<file path="src/rtl/sar_pkg.sv">
package sar_pkg;
  // Sequencer phase: idle, one settling cycle, then one cycle per bit trial
  typedef enum logic [1:0] {
    PH_IDLE   = 2'd0,
    PH_SETTLE = 2'd1,
    PH_TRIAL  = 2'd2
  } phase_t;
endpackage

</file>
<file path="src/rtl/sar_sync.sv">
module sar_sync #(
  parameter int N      = 3,
  parameter int STAGES = 2,
  parameter logic [N-1:0] RST_VAL = '0
) (
  input  logic         clk,
  input  logic         rst_n,
  input  logic [N-1:0] d,
  output logic [N-1:0] q
);
  logic [N-1:0] stg [STAGES];

  for (genvar s = 0; s < STAGES; s++) begin : g_stage
    always_ff @(posedge clk or negedge rst_n) begin
      if (!rst_n) stg[s] <= RST_VAL;
      else if (s == 0) stg[s] <= d;
      else stg[s] <= stg[(s == 0) ? 0 : s-1];
    end
  end

  assign q = stg[STAGES-1];
endmodule

</file>
<file path="src/rtl/sar_seq.sv">
module sar_seq
  import sar_pkg::*;
#(
  parameter int WIDTH = 12
) (
  input  logic             clk,
  input  logic             rst_n,
  input  logic             start,
  input  logic             cmp_above,
  output logic [WIDTH-1:0] trial_code,
  output logic [WIDTH-1:0] decided,
  output logic             busy,
  output logic             done
);
  localparam int BW = (WIDTH > 1) ? $clog2(WIDTH) : 1;
  localparam logic [BW-1:0] TOP_BIT = BW'(WIDTH-1);

  phase_t           phase_q;
  logic [BW-1:0]    bitpos_q;
  logic [WIDTH-1:0] sar_q;
  logic [WIDTH-1:0] mask;

  // One-hot mask of the bit under test, only during trial cycles
  always_comb begin
    mask = '0;
    if (phase_q == PH_TRIAL) mask[bitpos_q] = 1'b1;
  end

  assign trial_code = sar_q | mask;
  assign decided    = cmp_above ? (sar_q | mask) : sar_q;
  assign busy       = (phase_q != PH_IDLE);
  assign done       = (phase_q == PH_TRIAL) && (bitpos_q == '0);

  always_ff @(posedge clk or negedge rst_n) begin
    if (!rst_n) begin
      phase_q  <= PH_IDLE;
      bitpos_q <= '0;
      sar_q    <= '0;
    end else begin
      unique case (phase_q)
        PH_IDLE: begin
          if (start) begin
            phase_q <= PH_SETTLE;
            sar_q   <= '0;
          end
        end
        PH_SETTLE: begin
          phase_q  <= PH_TRIAL;
          bitpos_q <= TOP_BIT;
        end
        PH_TRIAL: begin
          sar_q <= decided;
          if (bitpos_q == '0) phase_q  <= PH_IDLE;
          else                bitpos_q <= bitpos_q - 1'b1;
        end
        default: phase_q <= PH_IDLE;
      endcase
    end
  end
endmodule

</file>
<file path="src/rtl/sar_outmux.sv">
module sar_outmux #(
  parameter int WIDTH  = 12,
  parameter int BYTE_W = 8
) (
  input  logic [WIDTH-1:0] word,
  input  logic             hi_sel,
  output logic [WIDTH-1:0] pins
);
  localparam int HI_W  = WIDTH - BYTE_W;
  localparam int MID_W = BYTE_W - HI_W;

  logic [WIDTH-1:0] folded;

  // Upper bits stay in place, are copied to the bottom, and the middle is zero
  assign folded = {word[WIDTH-1:BYTE_W], {MID_W{1'b0}}, word[WIDTH-1:BYTE_W]};
  assign pins   = hi_sel ? folded : word;
endmodule

</file>
<file path="src/rtl/sar_adc_ctrl.sv">
module sar_adc_ctrl #(
  parameter int WIDTH       = 12,
  parameter int BYTE_W      = 8,
  parameter int SYNC_STAGES = 2
) (
  input  logic             clk,
  input  logic             rst_n,
  input  logic             cs_n,
  input  logic             rd_n,
  input  logic             hben,
  input  logic             cmp_above,
  output logic [WIDTH-1:0] trial_code,
  output logic             busy_n,
  output logic             data_oe,
  output logic [WIDTH-1:0] data_out
);
  logic [2:0]       strobes_s;
  logic             strobe_s, strobe_d, hben_s;
  logic             start, busy, done;
  logic [WIDTH-1:0] decided, result_q;

  // Order: {hben, rd_n, cs_n}; strobes idle high, hben idle low
  sar_sync #(.N(3), .STAGES(SYNC_STAGES), .RST_VAL(3'b011)) u_sync (
    .clk   (clk),
    .rst_n (rst_n),
    .d     ({hben, rd_n, cs_n}),
    .q     (strobes_s)
  );

  assign strobe_s = ~strobes_s[0] & ~strobes_s[1];
  assign hben_s   = strobes_s[2];

  always_ff @(posedge clk or negedge rst_n) begin
    if (!rst_n) strobe_d <= 1'b0;
    else        strobe_d <= strobe_s;
  end

  // Edges that arrive while busy are dropped
  assign start = strobe_s & ~strobe_d & ~hben_s & ~busy;

  sar_seq #(.WIDTH(WIDTH)) u_seq (
    .clk        (clk),
    .rst_n      (rst_n),
    .start      (start),
    .cmp_above  (cmp_above),
    .trial_code (trial_code),
    .decided    (decided),
    .busy       (busy),
    .done       (done)
  );

  always_ff @(posedge clk or negedge rst_n) begin
    if (!rst_n)    result_q <= '0;
    else if (done) result_q <= decided;
  end

  sar_outmux #(.WIDTH(WIDTH), .BYTE_W(BYTE_W)) u_mux (
    .word   (result_q),
    .hi_sel (hben),
    .pins   (data_out)
  );

  assign busy_n  = ~busy;
  assign data_oe = ~cs_n & ~rd_n;
endmodule

</file>
<file path="config.mk">
export PLATFORM = sky130hd
export DESIGN_NAME = sar_adc_ctrl
export DESIGN_NICKNAME = d
export VERILOG_FILES = /design/src/rtl/sar_pkg.sv /design/src/rtl/sar_sync.sv /design/src/rtl/sar_seq.sv /design/src/rtl/sar_outmux.sv /design/src/rtl/sar_adc_ctrl.sv
export SDC_FILE = /design/constraint.sdc
export NUM_CORES = 1
export LEC_CHECK = 0
export BUFFER_PORTS_ARGS = -buffer_cell sky130_fd_sc_hd__buf_4
export CORE_ASPECT_RATIO = 1.75
export CORE_MARGIN = 2
export CORE_UTILIZATION = 52
export DETAILED_ROUTE_END_ITERATION = 12
export GPL_TIMING_DRIVEN = 1
export PLACE_DENSITY = 0.81
export SYNTH_ARGS = -nofsm -noshare
export SYNTH_HDL_FRONTEND = slang
export SYNTH_SLANG_ARGS = --single-unit
</file>
<file path="constraint.sdc">
create_clock -name clk -period 2.29 [get_ports clk]
set_clock_uncertainty 0.2 [all_clocks]
set_input_delay 0.1145 -clock clk [delete_from_list [all_inputs] [get_ports clk]]
set_output_delay 0.1145 -clock clk [all_outputs]
set_load 0.01 [all_outputs]
</file>
==> results of run 1 <==
[final cells by class]
cell class	instances	area, µm²	share of cell area
Timing Repair Buffer	39	305.3	0.1438
Inverter	10	37.54	0.01768
Clock inverter	3	17.52	0.008250
Multi-Input combinational cell	97	706.9	0.3329
Sequential cell	37	933.4	0.4396
Clock buffer	5	68.82	0.03241
Tap cell	43	53.80	0.02534
[cell usage in the layout, fill, tap and decap left out, drive strengths merged]
cell type    instances
dfstp                4
nand3b               2
a32o                 2
nor2b                7
o2bb2ai              9
a41o                 1
o21ai                7
nor4b                1
buf                 34
nor2                 5
nor3                 2
inv                 10
clkinv               2
nand2               12
dfrtp               33
or2                  2
o21bai               9
nand4                1
clkbuf               5
clkinvlp             1
mux2i                4
ha                   4
o21a                 1
nor3b                1
nand3                7
a221o                1
a21oi                4
mux2                 8
and2                 1
or3b                 1
nand2b               3
o311a                2
dlygate4sd3          5
[metal layers]
metal  wire length [µm]  GRT usage
met4                 80    0.09459
met1               1422     0.2681
met5                  0          0
met2               2331     0.4213
met3                183    0.05393
[worst max-delay path by stage]
stage | endpoint | slack (ns)
floorplan | result_q[10]$_DFFE_PN0P_ | 0.38
global placement | u_seq.bitpos_q[0]$_DFFE_PN0P_ | 0.39
detailed placement | u_seq.bitpos_q[1]$_DFFE_PN0P_ | 0.28
CTS | trial_code[0] | 0.04
global route | trial_code[0] | 0.03
finish | trial_code[0] | 0.14
[timing repair]
| item | 4_1_cts | 5_1_grt |
|---|---|---|
| resized for setup | 0 | 3 |
| endpoints found under the setup margin | 0 | 2 |
| hold buffers | 5 | 0 |
| hold endpoints to repair | 44 | 0 |
[registers in the layout, indices dropped and copies added, names as in the netlist]
register        flops
u_sync.q            3
u_seq.bitpos_q      4
result_q           12
u_sync.stg          3
strobe_d            1
u_seq.sar_q        12
u_seq.phase_q       2
[cells by family after synthesis]
| family | count (synthesis) | share of synthesized area |
|---|---|---|
| AND/OR/NAND/NOR | 45 | 0.1462 |
| flip-flops | 37 | 0.5360 |
| AO/OA/AOI/OAI | 36 | 0.1556 |
| buffers and inverters | 20 | 0.05836 |
| multiplexers | 12 | 0.07493 |
| adder cells (fa/ha/maj) | 4 | 0.02882 |
[per-stage QoR]
step	hold WS (ns)	instance area (µm²)	util	power (W)	setup slack, ns
2_1_floorplan	-0.3811	1737	-	0.001802	0.3845
3_3_place_gp	-0.1179	1982	0.6241	0.002180	0.3922
3_5_place_dp	-0.1016	1982	0.6241	0.002275	0.2849
4_1_cts	0.1180	2118	0.6671	0.002738	0.04174
5_1_grt	0.1567	2123	0.6686	0.002910	0.03103
6_report	0.1257	2123	0.6686	0.002732	0.1368
[power groups by stage]
stage	clock network (W)	registers, W	logic [W]
finish	0.000448	0.00113	0.00115
global route	0.000491	0.00117	0.00125
CTS	0.000461	0.00112	0.00116
detailed placement	0	0.00113	0.00114
global placement	0	0.00110	0.00108
floorplan	0	0.00103	0.000771
[critical path: stages (launching register included)]
cell and delay (ns):
dfrtp_2 0.42, inv_1 0.10, ha_2 0.22, nand2b_1 0.11
nor3_2 0.05, buf_4 0.21, or2_2 0.28, buf_4 0.14
[synthesized netlist by cell type]
cell and count:
dfrtp_1 33, nand2_1 12, inv_1 10, o21bai_1 9, o2bb2ai_1 9, nand3_1 7, nor2b_1 7, o21ai_0 7
mux2_1 5, nor2_1 5, a21oi_1 4, buf_4 4, dfstp_2 4, ha_1 4, mux2i_1 4, buf_2 3
mux2_2 3, a32o_1 2, clkbuf_1 2, nand2b_1 2, nand3b_1 2, o311a_1 2, or2_2 2, a221o_2 1
a41o_1 1, and2_4 1, buf_6 1, nand2b_4 1, nand4_1 1, nor3_1 1, nor3_2 1, nor3b_1 1
nor4b_1 1, o21a_1 1, or3b_4 1
==> flow_summary_export.csv, run 1 <==
group,metric,value,unit
clock_network,htreeDepth,2,
setup_path,required,1.98,ns
yosys,synth_top_cell_area_share,0.4755,
global_route,grt_max_degree,38,
power_and_ir_drop,switchingPower,0.001027,W
run_status,status,"finished clean",
clock_network,cts_made_buffers,5,
setup_path,r2r_cells,5,
setup_path,crit_path_end_kind,"output pin",
global_route,track_usage,0.2423,
timing,slew_viol_final,0,
clock_network,cts_tree,"yes",
route,dr.first_iter.drc_count,44,
route,via_per_inst,5.607,
cells_and_area,antennaDiodeCount,0,
yosys,synth_cells,154,
global_route,first_global_vias,1325,
power_and_ir_drop,clock_power_share,0.164,
route,via_count,1312,
setup_path,start_kind,"register",
route,wl,4018,µm
global_route,grt_first_pass_wirelength,6444,µm
yosys,synthTopCellsByArea,"dfrtp_1 48%, dfstp_2 6.1%, o2bb2ai_1 4.5%",
power_and_ir_drop,irDropWorstVdd,0.0006318,V
power_and_ir_drop,swShare,0.3758,
yosys,synth_area_per_cell,11.28,µm²
clock_network,clkLatencyLatePin,0.29,ns
yosys,ys_types,35,
clock_network,cts.path.max_buffers,2,
floorplanning,io_pins,32,
route,drcViolationCount,0,
power_and_ir_drop,p_per_area,1287,nW/µm²
cells_and_area,n_fill_cell,277,
floorplanning,die_w,47.69,µm
clock_network,clkTransAtPathRegs,0.07,ns
place,port-buffer-count,31,
yosys,syn_area,1737,µm²
setup_path,r2r_slack,0.30,ns
setup_path,arrival,1.84,ns
floorplanning,fp.dieH,80.45,µm
yosys,syn_nets,164,
global_route,grt_overflow,0,
power_and_ir_drop,p_comb_frac,0.422,
setup_path,r2r_end,"u_seq.bitpos_q[0]$_DFFE_PN0P_",
timing,worstMarginPinSlew,0.5588,ns
power_and_ir_drop,sequentialPowerShare,0.414,
cells_and_area,stdcell_count,234,
yosys,ys_ff_latch,37,
setup_path,path_class,"reg2out",
power_and_ir_drop,p_int,0.001706,W
cells_and_area,final_nets,200,
place,placedCellCount,221,
timing,slew_headroom,0.6266,
place,place_congestion,0.8788,
yosys,yosys_warnings,0,
clock_network,root_buffer,"clkbuf_8",
setup_path,crit_fanout,13,
timing,max_freq,0.4644,GHz
clock_network,cts_sinks,37,
setup_path,r2r_start,"u_seq.bitpos_q[0]$_DFFE_PN0P_",
timing,tns,0,ns
place,dp_hpwl,2950,µm
clock_network,post-cts-setup-buffers,0,
route,ant_nets,0,
timing,rsz0062_at_grt,"false",
timing,hold_viol_final,0,
route,drtPass1Iterations,4,
setup_path,crit_start,"u_seq.bitpos_q[0]$_DFFE_PN0P_",
floorplanning,rows,27,
floorplanning,core,3176,µm²
hold_path,hp-class,"in2async",
power_and_ir_drop,leakagePower,0.9677,nW
floorplanning,dieArea,3836,µm²
flow_run,maxCapViolCount,0,
yosys,synth_largest_area_cell,"dfrtp_1",
timing,finalSetupViolations,0,
timing,fin_crit_sh,0.9403,
route,wl_per_cell,17.17,µm
yosys,synth_seq_area_share,0.5360,
floorplanning,initial_core_util,0.5469,
cells_and_area,area_growth_syn_to_layout,22.26,%
cells_and_area,drive_gt1_frac,0.3089,
timing,layout_min_cycle_time,2.153,ns
global_route,antenna_found_initial,0,
Note: power is estimated with default switching activity, not from simulation.
==> run 2: changes to the inputs <==
--- a/config.mk
+++ b/config.mk
@@ -11,6 +11,7 @@
 export CORE_UTILIZATION = 52
 export DETAILED_ROUTE_END_ITERATION = 12
 export GPL_TIMING_DRIVEN = 1
+export MAX_ROUTING_LAYER = met4
 export PLACE_DENSITY = 0.81
 export SYNTH_ARGS = -nofsm -noshare
 export SYNTH_HDL_FRONTEND = slang
==> constraint.sdc (replaced) <==
create_clock -name clk -period 2.6 [get_ports clk]
set_clock_uncertainty 0.2 [all_clocks]
set_input_delay 0.13 -clock clk [delete_from_list [all_inputs] [get_ports clk]]
set_output_delay 0.13 -clock clk [all_outputs]
set_load 0.01 [all_outputs]
==> run 2 against run 1 <==
Total power down 8.8%. Clock power is 13% higher. Register-to-register slack improved by 0.27 ns. Die area did not move. Combinational power down 13%. Flip-flop and latch count unchanged. Critical endpoint is now trial_code[2].
==> flow_summary_export.csv, run 2 (same netlist as run 1, synthesis figures left out) <==
group,metric,value,unit
run_status,status,"finished clean",
setup_path,required,2.27,ns
route,ant_nets,0,
setup_path,crit_fanout,15,
place,placedCellCount,219,
setup_path,path_buf_inv,1,
timing,timing.hold.ws,0.1399,ns
clock_network,root_buffer,"clkbuf_8",
setup_path,critical-path-top-delay-family,"flip-flops",
floorplanning,io_pins,32,
setup_path,crit_chain,"nor2b_1 -> nand2_1 -> o21ai_0 -> buf_4",
route,highest_layer,"met4",
power_and_ir_drop,leakagePower,0.9770,nW
floorplanning,core,3176,µm²
setup_path,start_kind,"register",
cells_and_area,final_util,0.6718,
setup_path,cpMaxStageDelayCell,"dfrtp_1",
timing,slew_viol_final,0,
global_route,grt_overflow,0,
hold_path,hp-class,"in2async",
timing,rsz0062_at_grt,"false",
timing,slew_headroom,0.5925,
route,via_per_inst,5.530,
timing,tns,0,ns
cells_and_area,reg_top3,"result_q (12), u_seq.sar_q (12), u_seq.bitpos_q (4)",
route,dr.first_iter.drc_count,39,
floorplanning,fp.dieH,80.45,µm
place,dp_hpwl,2786,µm
power_and_ir_drop,p_per_area,1169,nW/µm²
timing,finalSetupViolations,0,
global_route,first_global_vias,1300,
timing,worstMarginPinSlew,0.6099,ns
global_route,grt_max_degree,38,
clock_network,cts.path.max_buffers,2,
timing,setup_ws,0.2614,ns
route,met1_length,1412,µm
global_route,track_usage,0.2356,
floorplanning,die_w,47.69,µm
floorplanning,rows,27,
place,port-buffer-count,31,
power_and_ir_drop,irDropWorstVdd,0.0007710,V
timing,layout_min_cycle_time,2.339,ns
flow_run,maxCapViolCount,0,
clock_network,cts_tree,"yes",
setup_path,arrival,2.01,ns
route,wl_met3,161,µm
clock_network,cts_made_buffers,5,
cells_and_area,antennaDiodeCount,0,
setup_path,crit_path_end_kind,"output pin",
setup_path,max_stage_delay,0.65,ns
route,via_count,1283,
clock_network,htreeDepth,2,
route,drtPass1Iterations,4,
cells_and_area,drive_gt1_frac,0.2804,
floorplanning,dieArea,3836,µm²
place,place_congestion,0.9348,
timing,hold_viol_final,0,
cells_and_area,stdcell_count,232,
clock_network,clkTransAtPathRegs,0.07,ns
floorplanning,initial_core_util,0.5469,
cells_and_area,final_common_cell,"dfrtp_1",
timing,max_freq,0.4276,GHz
route,wl_per_cell,16.65,µm
route,wl,3862,µm
route,wl_met2,2194,µm
global_route,grt_first_pass_wirelength,6092,µm
place,place_ws,0.5846,ns
cells_and_area,layout_common_cells,"33 x dfrtp_1, 32 x buf_4, 12 x nand2_1",
cells_and_area,final_nets,198,
route,drcViolationCount,0,
clock_network,cts_sinks,37,
global_route,antenna_found_initial,0,
setup_path,path_class,"reg2out",
clock_network,clkLatencyLatePin,0.29,ns
cells_and_area,area_growth_syn_to_layout,22.84,%
timing,fin_crit_sh,0.8995,
## run 2: changes by cell type in the layout (fill, tap and decap cells not counted)
cell / before / now
clkbuf_8: 5 / 6
ha_1: 3 / 4
dfrtp_2: 2 / 0
buf_4: 34 / 32
bufinv_16: 0 / 1
clkinv_2: 2 / 0
dfrtp_1: 31 / 33
clkbuf_1: 0 / 1
ha_2: 1 / 0
clkinvlp_4: 1 / 0
## run 2: what timing repair did
item	CTS	global route
setup buffers	0	0
hold buffers	5	0
gates resized for setup	0	0
hold endpoints to repair	41	0
endpoints found under the setup margin	0	0
## run 2: layer usage
| layer | global-route usage | vias up |
|---|---|---|
| met5 | - | - |
| met4 | 0.1081 | 0 |
| met3 | 0.04944 | 9 |
| met2 | 0.3973 | 42 |
| met1 | 0.2485 | 630 |
| li1 | - | 602 |
## run 2: final cells by class
cell class	count	area (µm²)
Fill cell	265	1042
Sequential cell	37	930.9
Multi-Input combinational cell	97	704.4
Timing Repair Buffer	37	290.3
Clock buffer	7	86.33
Tap cell	43	53.80
Inverter	10	37.54
Clock inverter	1	30.03
## run 2: worst paths after layout
check / from / end / slack (ns) / cells past startpoint
setup / recovery: u_seq.phase_q[1]$_DFFE_PN0P_ / trial_code[2] / 0.26 / 4
hold / removal: rst_n / u_seq.sar_q[4]$_DFFE_PN0P_ / 0.14 / 2
setup reg to reg: u_seq.bitpos_q[0]$_DFFE_PN0P_ / u_seq.bitpos_q[0]$_DFFE_PN0P_ / 0.57 / 5
hold reg to reg: u_sync.stg[3]$_DFF_PN1_ / u_sync.q[0]$_DFF_PN1_ / 0.16 / 0
max in group asynchronous: rst_n / u_sync.stg[3]$_DFF_PN1_ / 1.71 / 2
min in group clk: u_sync.stg[3]$_DFF_PN1_ / u_sync.q[0]$_DFF_PN1_ / 0.16 / 0
## run 2: power breakdown
| part | switching, W | internal (W) |
|---|---|---|
| Combinational | 0.000485 | 0.000515 |
| Sequential | 0.000200 | 0.000786 |
| Clock | 0.000195 | 0.000312 |
## run 2: metrics by stage
| step | power [W] | area (µm²) |
|---|---|---|
| 5_1_grt | 0.002642 | 2133 |
| 3_3_place_gp | 0.001913 | 1967 |
| 6_report | 0.002493 | 2133 |
| 3_5_place_dp | 0.001984 | 1967 |
| 4_1_cts | 0.002505 | 2133 |
| 2_1_floorplan | 0.001587 | 1737 |
## run 2: worst register-to-register path, stage by stage (launching register included)
cell     delay, ns
dfrtp_1       0.44
inv_1         0.14
ha_1          0.25
or3b_4        0.42
and2_4        0.17
o311a_1       0.29
